## config.mk

```make
export PLATFORM = sky130hd
export DESIGN_NAME = dmab_bus_master
export DESIGN_NICKNAME = d
export VERILOG_FILES = /design/src/rtl/dmab_pkg.sv /design/src/rtl/dmab_lane_dec.sv /design/src/rtl/dmab_strobe_timer.sv /design/src/rtl/dmab_bus_master.sv
export SDC_FILE = /design/constraint.sdc
export NUM_CORES = 1
export LEC_CHECK = 0
export ABC_AREA = 1
export ABC_CLOCK_PERIOD_IN_PS = 2100
export BUFFER_PORTS_ARGS = -buffer_cell sky130_fd_sc_hd__buf_2
export CORE_ASPECT_RATIO = 1.5
export CORE_MARGIN = 2
export CORE_UTILIZATION = 30
export CTS_CLUSTER_DIAMETER = 40
export DETAILED_ROUTE_END_ITERATION = 6
export GPL_TIMING_DRIVEN = 1
export HOLD_SLACK_MARGIN = 0.03
export PLACE_DENSITY = 0.64
export SLEW_MARGIN = 10
export SYNTH_ARGS = -nofsm -noshare
export SYNTH_HDL_FRONTEND = slang
export SYNTH_HIERARCHICAL = 1
export SYNTH_SLANG_ARGS = --single-unit
export TNS_END_PERCENT = 50
```

## constraint.sdc

```tcl
create_clock -name clk -period 2.1 [get_ports clk]
set_input_delay 0.105 -clock clk [delete_from_list [all_inputs] [get_ports clk]]
set_output_delay 0.105 -clock clk [all_outputs]
set_load 0.05 [all_outputs]
```

## src/rtl/dmab_pkg.sv

```systemverilog
package dmab_pkg;

    typedef enum logic [2:0] {
        ST_IDLE,
        ST_REQ,
        ST_ADDR,
        ST_AHOLD,
        ST_STRB,
        ST_FIN,
        ST_GAP
    } dmab_state_e;

    typedef struct packed {
        logic ube_n;
        logic lo_v;
        logic hi_v;
    } dmab_lane_t;

endpackage

```

## src/rtl/dmab_lane_dec.sv

```systemverilog
module dmab_lane_dec
    import dmab_pkg::*;
(
    input  logic       word_mode_i,
    input  logic       a0_i,
    input  logic       wide_i,
    output dmab_lane_t lane_o
);

    always_comb begin
        if (!word_mode_i) begin
            lane_o = '{ube_n: 1'b1, lo_v: 1'b1, hi_v: 1'b0};
        end else if (a0_i) begin
            lane_o = '{ube_n: 1'b0, lo_v: 1'b0, hi_v: 1'b1};
        end else if (wide_i) begin
            lane_o = '{ube_n: 1'b0, lo_v: 1'b1, hi_v: 1'b1};
        end else begin
            lane_o = '{ube_n: 1'b1, lo_v: 1'b1, hi_v: 1'b0};
        end
    end

endmodule

```

## src/rtl/dmab_strobe_timer.sv

```systemverilog
module dmab_strobe_timer #(
    parameter int STRB_MIN = 2
) (
    input  logic clk,
    input  logic rst_n,
    input  logic active_i,
    input  logic ready_i,
    output logic done_o
);

    localparam int CW = (STRB_MIN < 2) ? 1 : $clog2(STRB_MIN);
    localparam logic [CW-1:0] LAST = CW'(STRB_MIN - 1);

    logic [CW-1:0] cnt_d, cnt_q;

    always_comb begin
        cnt_d = '0;
        if (active_i) begin
            cnt_d = (cnt_q >= LAST) ? cnt_q : cnt_q + 1'b1;
        end
        done_o = active_i && (cnt_q >= LAST) && ready_i;
    end

    always_ff @(posedge clk or negedge rst_n) begin
        if (!rst_n) begin
            cnt_q <= '0;
        end else begin
            cnt_q <= cnt_d;
        end
    end

endmodule

```

## src/rtl/dmab_bus_master.sv

```systemverilog
module dmab_bus_master
    import dmab_pkg::*;
#(
    parameter int ADDR_W   = 24,
    parameter int LO_W     = 16,
    parameter int DATA_W   = 16,
    parameter int STRB_MIN = 2
) (
    input  logic              clk,
    input  logic              rst_n,
    input  logic              word_mode_i,
    input  logic              cmd_valid_i,
    output logic              cmd_ready_o,
    input  logic              cmd_write_i,
    input  logic              cmd_wide_i,
    input  logic              cmd_last_i,
    input  logic [ADDR_W-1:0] cmd_addr_i,
    input  logic [DATA_W-1:0] cmd_wdata_i,
    output logic [DATA_W-1:0] rd_data_o,
    output logic              rd_valid_o,
    output logic              hold_req_o,
    input  logic              hold_ack_i,
    output logic              addr_en_o,
    output logic              addr_stb_o,
    output logic [LO_W-1:0]   lo_addr_o,
    output logic              lo_addr_oe_o,
    output logic [ADDR_W-LO_W-1:0] ad_hi_o,
    output logic              ad_hi_oe_o,
    input  logic [ADDR_W-LO_W-1:0] ad_hi_i,
    output logic [DATA_W/2-1:0] dat_lo_o,
    output logic              dat_lo_oe_o,
    input  logic [DATA_W/2-1:0] dat_lo_i,
    output logic              mem_rd_n_o,
    output logic              mem_wr_n_o,
    output logic              strobe_oe_o,
    output logic              ube_n_o,
    output logic              ube_oe_o,
    input  logic              ready_i
);

    localparam int LANE_W = DATA_W / 2;
    localparam int HI_W   = ADDR_W - LO_W;

    typedef struct packed {
        dmab_state_e       st;
        logic              wr;
        logic              last;
        logic              wide;
        logic [ADDR_W-1:0] addr;
        logic [DATA_W-1:0] wdata;
        logic [DATA_W-1:0] rdata;
        logic              rvld;
    } regs_t;

    regs_t      d, q;
    dmab_lane_t lane;
    logic       strb_done;
    logic       master, in_addr, in_data;

    dmab_lane_dec u_lane (
        .word_mode_i (word_mode_i),
        .a0_i        (q.addr[0]),
        .wide_i      (q.wide),
        .lane_o      (lane)
    );

    dmab_strobe_timer #(.STRB_MIN(STRB_MIN)) u_timer (
        .clk      (clk),
        .rst_n    (rst_n),
        .active_i (q.st == ST_STRB),
        .ready_i  (ready_i),
        .done_o   (strb_done)
    );

    always_comb begin
        d      = q;
        d.rvld = 1'b0;
        unique case (q.st)
            ST_IDLE, ST_GAP: begin
                if (cmd_valid_i) begin
                    d.wr    = cmd_write_i;
                    d.last  = cmd_last_i;
                    d.wide  = cmd_wide_i;
                    d.addr  = cmd_addr_i;
                    d.wdata = cmd_wdata_i;
                    d.st    = (q.st == ST_IDLE) ? ST_REQ : ST_ADDR;
                end
            end
            ST_REQ:   if (hold_ack_i) d.st = ST_ADDR;
            ST_ADDR:  d.st = ST_AHOLD;
            ST_AHOLD: d.st = ST_STRB;
            ST_STRB: begin
                if (strb_done) begin
                    d.st = ST_FIN;
                    if (!q.wr) begin
                        d.rdata = {ad_hi_i, dat_lo_i};
                        d.rvld  = 1'b1;
                    end
                end
            end
            ST_FIN:   d.st = q.last ? ST_IDLE : ST_GAP;
            default:  d.st = ST_IDLE;
        endcase
    end

    always_ff @(posedge clk or negedge rst_n) begin
        if (!rst_n) begin
            q <= '{st: ST_IDLE, default: '0};
        end else begin
            q <= d;
        end
    end

    always_comb begin
        master  = (q.st == ST_ADDR) || (q.st == ST_AHOLD) || (q.st == ST_STRB)
               || (q.st == ST_FIN) || (q.st == ST_GAP);
        in_addr = (q.st == ST_ADDR) || (q.st == ST_AHOLD);
        in_data = (q.st == ST_STRB) || (q.st == ST_FIN);

        cmd_ready_o  = (q.st == ST_IDLE) || (q.st == ST_GAP);
        hold_req_o   = (q.st != ST_IDLE);
        addr_en_o    = master;
        addr_stb_o   = (q.st == ST_ADDR);
        lo_addr_o    = q.addr[LO_W-1:0];
        lo_addr_oe_o = master;
        ad_hi_o      = in_addr ? q.addr[ADDR_W-1:LO_W] : q.wdata[DATA_W-1:LANE_W];
        ad_hi_oe_o   = in_addr || (in_data && q.wr && lane.hi_v);
        dat_lo_o     = q.wdata[LANE_W-1:0];
        dat_lo_oe_o  = in_data && q.wr && lane.lo_v;
        mem_rd_n_o   = !((q.st == ST_STRB) && !q.wr);
        mem_wr_n_o   = !((q.st == ST_STRB) && q.wr);
        strobe_oe_o  = master;
        ube_n_o      = lane.ube_n;
        ube_oe_o     = master && word_mode_i;
        rd_data_o    = q.rdata;
        rd_valid_o   = q.rvld;
    end

    logic strobe_on;
    assign strobe_on = !mem_rd_n_o || !mem_wr_n_o;

    a_r1_master_after_ack: assert property (@(posedge clk) disable iff (!rst_n)
        $rose(addr_en_o) |-> $past(hold_ack_i) && hold_req_o && addr_stb_o);

    a_r2_addr_hold_cycle: assert property (@(posedge clk) disable iff (!rst_n)
        addr_stb_o |=> !addr_stb_o && ad_hi_oe_o && mem_rd_n_o && mem_wr_n_o
                       && $stable(lo_addr_o) && $stable(ad_hi_o));

    a_r3_one_strobe: assert property (@(posedge clk) disable iff (!rst_n)
        !(!mem_rd_n_o && !mem_wr_n_o));

    generate
        if (STRB_MIN >= 2) begin : g_minw
            a_r3_min_width: assert property (@(posedge clk) disable iff (!rst_n)
                $rose(strobe_on) |=> strobe_on);
        end
    endgenerate

    a_r4_ready_stretch: assert property (@(posedge clk) disable iff (!rst_n)
        (strobe_on && !ready_i) |=> strobe_on);

    a_r6_byte_no_ube: assert property (@(posedge clk) disable iff (!rst_n)
        !word_mode_i |-> !ube_oe_o);

    a_r9_float_idle: assert property (@(posedge clk) disable iff (!rst_n)
        !addr_en_o |-> !(lo_addr_oe_o || ad_hi_oe_o || dat_lo_oe_o || ube_oe_o || strobe_oe_o));

    a_r10_release: assert property (@(posedge clk) disable iff (!rst_n)
        $fell(hold_req_o) |-> !addr_en_o && $past(mem_rd_n_o) && $past(mem_wr_n_o));

endmodule

```

==> metrics, run 1 <==
core area=about 0.011 mm²; Clock Latency Late Sink=about 0.32 ns; Sequential cell area=roughly 0.0016 mm²; power density of the placed cells=roughly 1600 mW/mm²; Final nets=roughly 600; post-synth top area share=49.1%; crit path from=q[60]; first-pass GRT wire length=about 14 mm; die footprint=roughly 0.012 mm²; clk slew on worst S/H paths=~0.050 ns; relative slew slack=between 70% and 80%; IO Pins=126; H-tree Lvls=3; status=finished, final reports clean; Initial Util=a little under a third; Area Overhead vs Synth=40.6%; slack of the critical path=0.150 ns; Max VDD drop=between 1000 and 1500 µV; Seq/Total Area, Yosys=between 40% and 50%; layout cell share with drive strength beyond 1=around a third; critical path fanouts, max=9; CP Data Arrival Time=about 1.9 ns; Hold Path Class=input port to register; Synth Register Bits=64; ANT cells=0; Clock Tree Buf Depth=2; hold endpoint=q[31]; vias post-DR=2,899; R2R setup slack=about 0.32 ns; fin crit period=1.95 ns; Setup TNS Final=0 ns; drt first pass iters=4; Pwr Total=roughly 7.3 mW; largest net degree at the start of global routing=44; syn nets=454; Mapped Avg Cell Area=8.39 µm²; HPWL after DPL=5.74 mm; most frequent cells in the layout=nand2_1, buf_2, dfrtp_1, dlygate4sd3_1, nand3_1; IO Port Bufs=between 100 and 150; vias in the first global route=approximately 3,000; Leak=2.59 nW; initial antenna violation count=0; max-slew violations=0; Synth area leaders=dfrtp_1, nand2_1, buf_4, nand3_1, nand2_2; DRC=0; area of the multi-input gates=approximately 0.0011 mm²; Final Cycle Share=about 93%; die height=approximately 130 µm; final RePlAce weighted congestion=between 0.8 and 0.9; Syn. warnings=6; final setup violation count=0; CTS tree=built; Layout Skew=between 0.003 and 0.004 ns; commonest non-fill, non-tap cell in the layout=nand2_1; CP Capture Type=output pin; Hold Startpoint=cmd_wdata_i[14]; Site Rows=46; WL final=8.42 mm; RSZ-0062 raised after global routing=false; Inserted Clock Buffers=9; FF-to-FF path depth=11; Fin. Hold Viols=0; Post-Syn Instances=389; Detail Route Antenna Nets=0; crit start category=register; FF-to-FF End=rd_data_o[1]; Die W=just under 90 µm; post-synth cell types=26; Slew @ Worst Pin=~0.41 ns; MaxCap Viol Count=0; Remaining Overflow, GRT=0; critical path required time=~2.0 ns; top cell type by total area after synthesis=dfrtp_1; GRT Resource Usage Total=between 10% and 20%; RR Startpoint=q[61]; Crit Path Class=register to output pin; final-layout fill cell count=~1,100; hold-critical path depth=3; Root Buffer=clkbuf_16; Place WS=0.257 ns; synthesized cell area=approximately 0.0033 mm²; FMAX=slightly above 500 MHz; postcts setup bufs=0; DRT iter0 DRCs=120; Clock Sink Count=between 60 and 70; Vias/cell=roughly 4.3; WL per Instance=12.4 µm
## cell type report
class	instances	area share (%)
Timing Repair Buffer	191	28.0
Tap cell	144	3.93
Clock buffer	10	4.99
Multi-Input combinational cell	250	24.9
Clock inverter	6	1.83
Inverter	15	1.39
Sequential cell	64	35.0
## critical path, stage by stage (launching register included)
cell     delay (ns)
dfrtp_1        0.48
inv_2          0.10
nand3_1        0.16
nand2_2        0.18
inv_2          0.18
nand2_1        0.08
nand2_1        0.07
buf_2          0.26
## power by group
part           internal, mW  switching [mW]  total, mW  leakage, nW
sequential             1.68           0.314       1.99        0.822
clock                  1.03           0.525       1.56        0.156
combinational         0.915            2.81       3.73         1.62
## how the worst max path moves through the flow
stage | endpoint | slack (ns) | depth (start not counted)
2_1_floorplan | ad_hi_oe_o | 0.24 | 3
3_3_place_gp | rd_data_o[3] | 0.37 | 11
3_5_place_dp | rd_data_o[1] | 0.26 | 11
4_1_cts | ad_hi_o[3] | 0.08 | 7
5_1_grt | ad_hi_o[0] | 0.0007 | 7
6_report | ad_hi_o[0] | 0.15 | 7
## synth_stat cells, drive strengths merged
cell type,count
dfrtp,64
nor2,8
or2,1
clkbuf,4
clkinv,1
nand2,182
buf,56
nand3b,1
nand4,2
nand3,51
o21ai,4
a21oi,1
inv,14
## state kept, by name (all words and copies together), names as in the netlist
name / flops
q: 22
lo_addr_o: 16
rd_data_o: 16
dat_lo_o: 8
rd_valid_o: 1
u_timer/cnt_q: 1
## logic make-up (layout without fill, tap and decap cells)
family / count (synthesis) / in the layout / synth area share [%]
flip-flops: 64 / 64 / 49.1
AO/OA/AOI/OAI: 5 / 5 / 0.766
AND/OR/NAND/NOR: 245 / 245 / 34.2
buffers and inverters: 75 / 222 / 16.0
## repair_timing
action,CTS,global route
endpoints found under the hold margin,74,0
resized for setup,0,4
hold buffers,59,0
endpoints found under the setup margin,0,7
## per-stage QoR
step | std cells | cell area, µm² | hold WS (ns) | util, %
4_1_cts | 680 | 4580 | 0.0301 | 43.3
3_3_place_gp | 605 | 3680 | 0.0664 | 34.7
6_report | 680 | 4590 | 0.0335 | 43.3
2_1_floorplan | 389 | 3260 | -0.191 | -
3_5_place_dp | 605 | 3680 | 0.0647 | 34.7
5_1_grt | 680 | 4590 | 0.0384 | 43.3
## routing by layer
metal  up-vias  share of wire, %  GRT usage, %
met5         -                 0             0
met4         0               1.4          5.80
met3         8               6.3          4.20
met2       108                50          25.2
met1      1330                42          17.1
li1       1453                 -             -
(Power assumes the default switching activity.)
==> run 2: changes to the inputs <==
--- a/config.mk
+++ b/config.mk
@@ -5,16 +5,16 @@
 export SDC_FILE = /design/constraint.sdc
 export NUM_CORES = 1
 export LEC_CHECK = 0
-export ABC_AREA = 1
 export ABC_CLOCK_PERIOD_IN_PS = 2100
 export BUFFER_PORTS_ARGS = -buffer_cell sky130_fd_sc_hd__buf_2
+export CAP_MARGIN = 10
 export CORE_ASPECT_RATIO = 1.5
 export CORE_MARGIN = 2
 export CORE_UTILIZATION = 30
 export CTS_CLUSTER_DIAMETER = 40
 export DETAILED_ROUTE_END_ITERATION = 6
 export GPL_TIMING_DRIVEN = 1
-export HOLD_SLACK_MARGIN = 0.03
+export HOLD_SLACK_MARGIN = 0.05
 export PLACE_DENSITY = 0.64
 export SLEW_MARGIN = 10
 export SYNTH_ARGS = -nofsm -noshare
==> metrics, run 2 <==
status=finished, final reports clean (unchanged); critical path required time=2.00 ns (about the same); IO Pins=126 (unchanged); critical path fanouts, max=11 (was 9); FF-to-FF End=rd_data_o[14] (was rd_data_o[1]); drt first pass iters=4 (unchanged); ANT cells=0 (unchanged); Non-Filler Instances=502 (was 680); Setup TNS Final=0 ns (unchanged); most frequent cells after synthesis=dfrtp_1, mux2_2, buf_4 (was nand2_1, dfrtp_1, nand3_1); MaxCap Viol Count=0 (unchanged); Util after Layout=44.3% (was 43.3%); fin crit period=1.88 ns (was 1.95 ns); placed insts=429 (was 605); Synth Register Bits=64 (unchanged); CTS tree=built (unchanged); crit start category=register (unchanged); Synth area leaders=dfrtp_1, mux2_2, buf_4, nand2_1, mux2_1 (was dfrtp_1, nand2_1, buf_4, nand3_1, nand2_2); synthesized cell area=0.00299 mm² (was 0.00326 mm²); Final nets=450 (was 596); RSZ-0062 raised after global routing=false (unchanged); post-synth cell types=28 (was 26); max-slew violations=0 (unchanged); DRT iter0 DRCs=63 (was 120); Mapped Avg Cell Area=12.8 µm² (was 8.39 µm²); WL final=7.34 mm (was 8.42 mm); layout cell share with drive strength beyond 1=51.9% (was 34.1%); Vias/cell=4.46 (was 4.26); FF-to-FF path depth=5 (was 11); Remaining Overflow, GRT=0 (unchanged); CP Data Arrival Time=1.78 ns (was 1.85 ns); FMAX=532 MHz (was 513 MHz); Syn. warnings=6 (unchanged); Hold Path Class=input port to register (unchanged); initial antenna violation count=0 (unchanged); Crit Path Class=register to output pin (unchanged); most frequent cell after synthesis=dfrtp_1 (was nand2_1); Hold Startpoint=cmd_valid_i (was cmd_wdata_i[14]); Largest register FFs=22 (unchanged); commonest non-fill, non-tap cell in the layout=buf_2 (was nand2_1); die height=126 µm (was 132 µm); Inserted Clock Buffers=9 (unchanged); Pwr Total=7.02 mW (was 7.28 mW); GRT Resource Usage Total=14.3% (was 14.8%); IO Port Bufs=125 (unchanged); die footprint=0.0108 mm² (was 0.0117 mm²); power density of the placed cells=1630 mW/mm² (was 1590 mW/mm²); Clock Latency Late Sink=0.32 ns (about the same); largest net degree at the start of global routing=65 (was 44); Post-synth top flop=dfrtp_1 (unchanged); top cell type by total area after synthesis=dfrtp_1 (unchanged); hold-critical path depth=3 (unchanged); Leak=2.21 nW (was 2.59 nW); Layout Skew=0.00397 ns (was 0.00312 ns); syn nets=299 (was 454); Post-Syn Instances=234 (was 389); Fin. Hold Viols=0 (unchanged); HPWL after DPL=4.71 mm (was 5.74 mm); Initial Util=30.9% (was 30.8%); number of synthesized flops with an enable pin=0 (unchanged); post_cts resized=0 (unchanged); final RePlAce weighted congestion=0.753 (was 0.855); Site Rows=44 (was 46); post-synth top area share=53.5% (was 49.1%); vias post-DR=2,238 (was 2,899); Die W=85.5 µm (was 89.2 µm); Max VDD drop=797 µV (was 1090 µV); most frequent cells in the layout=buf_2, dfrtp_1, dlygate4sd3_1, mux2_2, nand2_1 (was nand2_1, buf_2, dfrtp_1, dlygate4sd3_1, nand3_1); DRC=0 (unchanged); vias in the first global route=2,423 (was 2,975); hold endpoint=q[60] (was q[31]); first-pass GRT wire length=11.7 mm (was 13.7 mm); Largest Register=q (unchanged); CP Capture Type=output pin (unchanged); Final Cycle Share=89.6% (was 92.9%); relative slew slack=45.7% (was 72.7%); Slew @ Worst Pin=0.815 ns (was 0.410 ns); final setup violation count=0 (unchanged); core area=0.00969 mm² (was 0.0106 mm²); RR Startpoint=q[61] (unchanged); async set-or-reset flop fraction in the synthesized netlist=100% (unchanged); H-tree Lvls=3 (unchanged); R2R setup slack=0.32 ns (about the same); Area Overhead vs Synth=43.6% (was 40.6%); Seq/Total Area, Yosys=53.5% (was 49.1%); Clock Sink Count=64 (unchanged); Detail Route Antenna Nets=0 (unchanged); clk slew on worst S/H paths=0.05 ns (about the same); Clock Tree Buf Depth=2 (unchanged); final-layout fill cell count=897 (was 1,077); WL per Instance=14.6 µm (was 12.4 µm); Root Buffer=clkbuf_16 (unchanged)
[run 2: changes by cell type after synthesis, moves of 6 or more]
cell	before	now
nand2_1	156	27
mux2_2	0	53
nand3_1	50	2
nand2_2	21	0
inv_1	11	2
mux2_1	0	6
[run 2: metrics by stage]
| step | setup slack [ns] | cell area (µm²) | hold WS [ns] |
|---|---|---|---|
| after floorplan | 0.258 | 2990 | -0.191 |
| after global placement | 0.393 | 3430 | 0.322 |
| after detailed placement | 0.350 | 3430 | 0.332 |
| after CTS | 0.215 | 4300 | 0.125 |
| after global routing | 0.0957 | 4300 | 0.134 |
| final | 0.219 | 4300 | 0.126 |
[run 2: worst max-delay path by stage]
stage	slack [ns]	startpoint	endpoint
2_1_floorplan	0.26	q[60]	cmd_ready_o
3_5_place_dp	0.35	q[61]	rd_data_o[2]
3_3_place_gp	0.39	q[61]	rd_data_o[12]
5_1_grt	0.1	q[62]	ad_hi_o[7]
6_report	0.22	q[62]	ad_hi_o[0]
4_1_cts	0.21	q[62]	ad_hi_o[0]
[run 2: what timing repair did]
action | 4_1_cts | 5_1_grt
buffers inserted | 0 | 0
hold buffers | 60 | 0
hold endpoints to repair | 123 | 0
[run 2: cell families (layout without fill, tap and decap cells)]
group / Yosys count / count (layout) / synth area share [%]
muxes: 59 / 59 / 22.2
buffers and inverters: 55 / 208 / 13.6
DFF: 64 / 64 / 53.5
and+or+nand+nor: 46 / 46 / 8.45
AOI/OAI and AO/OA: 10 / 10 / 2.17
[run 2: power breakdown]
part           leakage, nW  internal, mW  switching, mW  total (mW)
clock network        0.130         0.839          0.471        1.31
logic                 1.28          1.14           2.55        3.69
registers            0.794          1.73          0.285        2.01
[run 2: cell type report]
class / count / area, µm² / share of cell area [%]
Clock buffer: 12 / 256 / 5.97
Clock inverter: 1 / 5.00 / 0.117
Inverter: 2 / 7.51 / 0.175
Multi-Input combinational cell: 115 / 982 / 22.9
Sequential cell: 64 / 1600 / 37.3
Tap cell: 115 / 144 / 3.35
Timing Repair Buffer: 193 / 1300 / 30.2
[run 2: critical path, stage by stage (launching register included)]
cell and delay (ns):
dfrtp_1 0.36, buf_4 0.16, nand2b_1 0.45, nand2_1 0.12, nand2_1 0.11, buf_2 0.27
[run 2: per-layer routing]
metal	wire length (µm)	part of all wire, %	track usage, %
met1	2580	35	13.8
met2	4170	57	26.4
met3	297	4.0	3.51
met4	291	4.0	8.78
met5	0	0	0
==> run 3: changes to the inputs <==
--- a/config.mk
+++ b/config.mk
@@ -5,11 +5,10 @@
 export SDC_FILE = /design/constraint.sdc
 export NUM_CORES = 1
 export LEC_CHECK = 0
-export ABC_CLOCK_PERIOD_IN_PS = 2100
+export ABC_CLOCK_PERIOD_IN_PS = 2300
 export BUFFER_PORTS_ARGS = -buffer_cell sky130_fd_sc_hd__buf_2
 export CAP_MARGIN = 10
 export CORE_ASPECT_RATIO = 1.5
-export CORE_MARGIN = 2
 export CORE_UTILIZATION = 30
 export CTS_CLUSTER_DIAMETER = 40
 export DETAILED_ROUTE_END_ITERATION = 6
==> constraint.sdc (replaced) <==
create_clock -name clk -period 2.3 [get_ports clk]
set_input_delay 0.115 -clock clk [delete_from_list [all_inputs] [get_ports clk]]
set_output_delay 0.115 -clock clk [all_outputs]
set_load 0.05 [all_outputs]
==> metrics, run 3 (same netlist as run 2, synthesis figures left out) <==
P_int=3.77 mW (was 3.71 mW); status=finished, final reports clean (unchanged); vias in the first global route=2,385 (was 2,423); Hold Path Class=input port to register (unchanged); CP Data Arrival Time=1.82 ns (was 1.78 ns); Clock Latency Late Sink=0.32 ns (about the same); postcts setup bufs=0 (unchanged); Setup TNS Final=0 ns (unchanged); Leak=2.24 nW (was 2.21 nW); Vias/cell=4.33 (was 4.46); final-layout fill cell count=894 (was 897); Detail Route Antenna Nets=0 (unchanged); MaxCap Viol Count=0 (unchanged); Slew @ Worst Pin=0.500 ns (was 0.815 ns); Largest register FFs=22 (unchanged); first-pass GRT wire length=11.5 mm (was 11.7 mm); die footprint=0.0104 mm² (was 0.0108 mm²); Inserted Clock Buffers=9 (unchanged); largest net degree at the start of global routing=65 (unchanged); power density of the placed cells=1560 mW/mm² (was 1630 mW/mm²); FMAX=approximately 520 MHz; ANT cells=0 (unchanged); Pwr Total=6.81 mW (was 7.02 mW); CTS tree=built (unchanged); RSZ-0062 raised after global routing=false (unchanged); Largest Register=q (unchanged); Max VDD drop=1040 µV (was 797 µV); max-slew violations=0 (unchanged); GRT Resource Usage Total=14.5% (was 14.3%); IO Pins=126 (unchanged); most frequent cells in the layout=buf_2, dfrtp_1, dlygate4sd3_1, mux2_2, nand2_1 (unchanged); relative slew slack=66.7% (was 45.7%); core area=0.00969 mm² (unchanged); final RePlAce weighted congestion=0.793 (was 0.753); Clk pwr share=24.5% (was 18.7%); Area Overhead vs Synth=46.3% (was 43.6%); Layout Skew=0.00255 ns (was 0.00397 ns); layout cell share with drive strength beyond 1=51.9% (about the same); Final Cycle Share=between 80 and 90%; DRC=0 (unchanged); clk slew on worst S/H paths=0.05 ns (about the same); slack of the critical path=0.362 ns (was 0.219 ns); Place WS=0.414 ns (was 0.350 ns); H-tree Lvls=3 (unchanged); IO Port Bufs=125 (unchanged); die height=124 µm (was 126 µm); critical path fanouts, max=12 (was 11); DRT iter0 DRCs=99 (was 63); sw frac=44.6% (was 47.1%); fin crit period=approximately 1.9 ns; critical path required time=2.18 ns (was 2.00 ns); crit start category=register (unchanged); vias post-DR=2,166 (was 2,238); Die W=83.5 µm (was 85.5 µm); CP Capture Type=output pin (unchanged); Final nets=445 (was 450); commonest non-fill, non-tap cell in the layout=buf_2 (unchanged); Reg power frac=27.6% (was 28.7%); Initial Util=30.9% (unchanged); Crit Path Class=register to output pin (unchanged); NetSw=3.04 mW (was 3.31 mW); WL final=6.99 mm (was 7.34 mm); final setup violation count=0 (unchanged); Clock Sink Count=64 (unchanged); WL per Instance=14.0 µm (was 14.6 µm); Remaining Overflow, GRT=0 (unchanged); drt first pass iters=4 (unchanged); Root Buffer=clkbuf_16 (unchanged); power share of the combinational group=47.9% (was 52.6%); initial antenna violation count=0 (unchanged); Clock Tree Buf Depth=2 (unchanged); Site Rows=44 (unchanged); Fin. Hold Viols=0 (unchanged); HPWL after DPL=4.48 mm (was 4.71 mm)
==> run 3: routing by layer <==
layer | up-vias | track usage (%) | wire length [µm]
met5 | - | 0 | 0
met4 | 0 | 9.47 | 255
met3 | 20 | 2.98 | 261
met2 | 66 | 26.3 | 3860
met1 | 1042 | 14.9 | 2600
li1 | 1038 | - | -
==> run 3: path summary, 6_finish.rpt <==
check                                end  cells after the start        start  slack (ns)
hold reg to reg                    q[29]                      1        q[29]        0.48
setup / recovery              ad_hi_o[4]                      5        q[61]        0.36
max in group asynchronous   rd_data_o[6]                      3        rst_n        1.65
hold / removal                     q[60]                      3  cmd_valid_i        0.12
setup reg to reg            lo_addr_o[9]                      4        q[61]        0.42
min in group asynchronous  lo_addr_o[13]                      3        rst_n        0.35
==> run 3: what timing repair did <==
item | 4_1_cts | 5_1_grt
hold buffers | 60 | 0
resized for setup | 0 | 0
endpoints found under the hold margin | 123 | 0
==> run 3: stage by stage <==
| stage | cells | util, % | hold WS [ns] | area [µm²] |
|---|---|---|---|---|
| floorplan | 234 | - | -0.181 | 2990 |
| global placement | 424 | 35.2 | 0.150 | 3410 |
| detailed placement | 424 | 35.2 | 0.161 | 3410 |
| CTS | 500 | 45.2 | 0.0994 | 4380 |
| global route | 500 | 45.2 | 0.153 | 4380 |
| finish | 500 | 45.2 | 0.116 | 4380 |
==> run 3: power groups by stage <==
stage | sequential, mW | clock (mW) | combinational, mW
2_1_floorplan | 1.77 | 0 | 3.02
3_3_place_gp | 1.87 | 0 | 3.16
3_5_place_dp | 1.90 | 0 | 3.20
4_1_cts | 1.88 | 1.71 | 3.29
5_1_grt | 1.95 | 1.76 | 3.44
6_report | 1.88 | 1.67 | 3.27
==> run 3: cell type report <==
cell class              instances  area [µm²]  share of cell area [%]
clock inverters                 6         130                    2.97
clock buffers                  10         239                    5.46
well taps                     115         144                    3.29
multi-input cells             115         982                    22.4
repair buffers                188        1270                    29.1
inverters                       2        7.51                   0.171
flip-flops and latches         64        1600                    36.6
==> run 3: worst max-delay path: stages, from the launching register on <==
cell	delay (ns)
dfrtp_1	0.55
nor2b_1	0.31
buf_4	0.24
nand2_1	0.07
nand2_1	0.05
buf_2	0.27
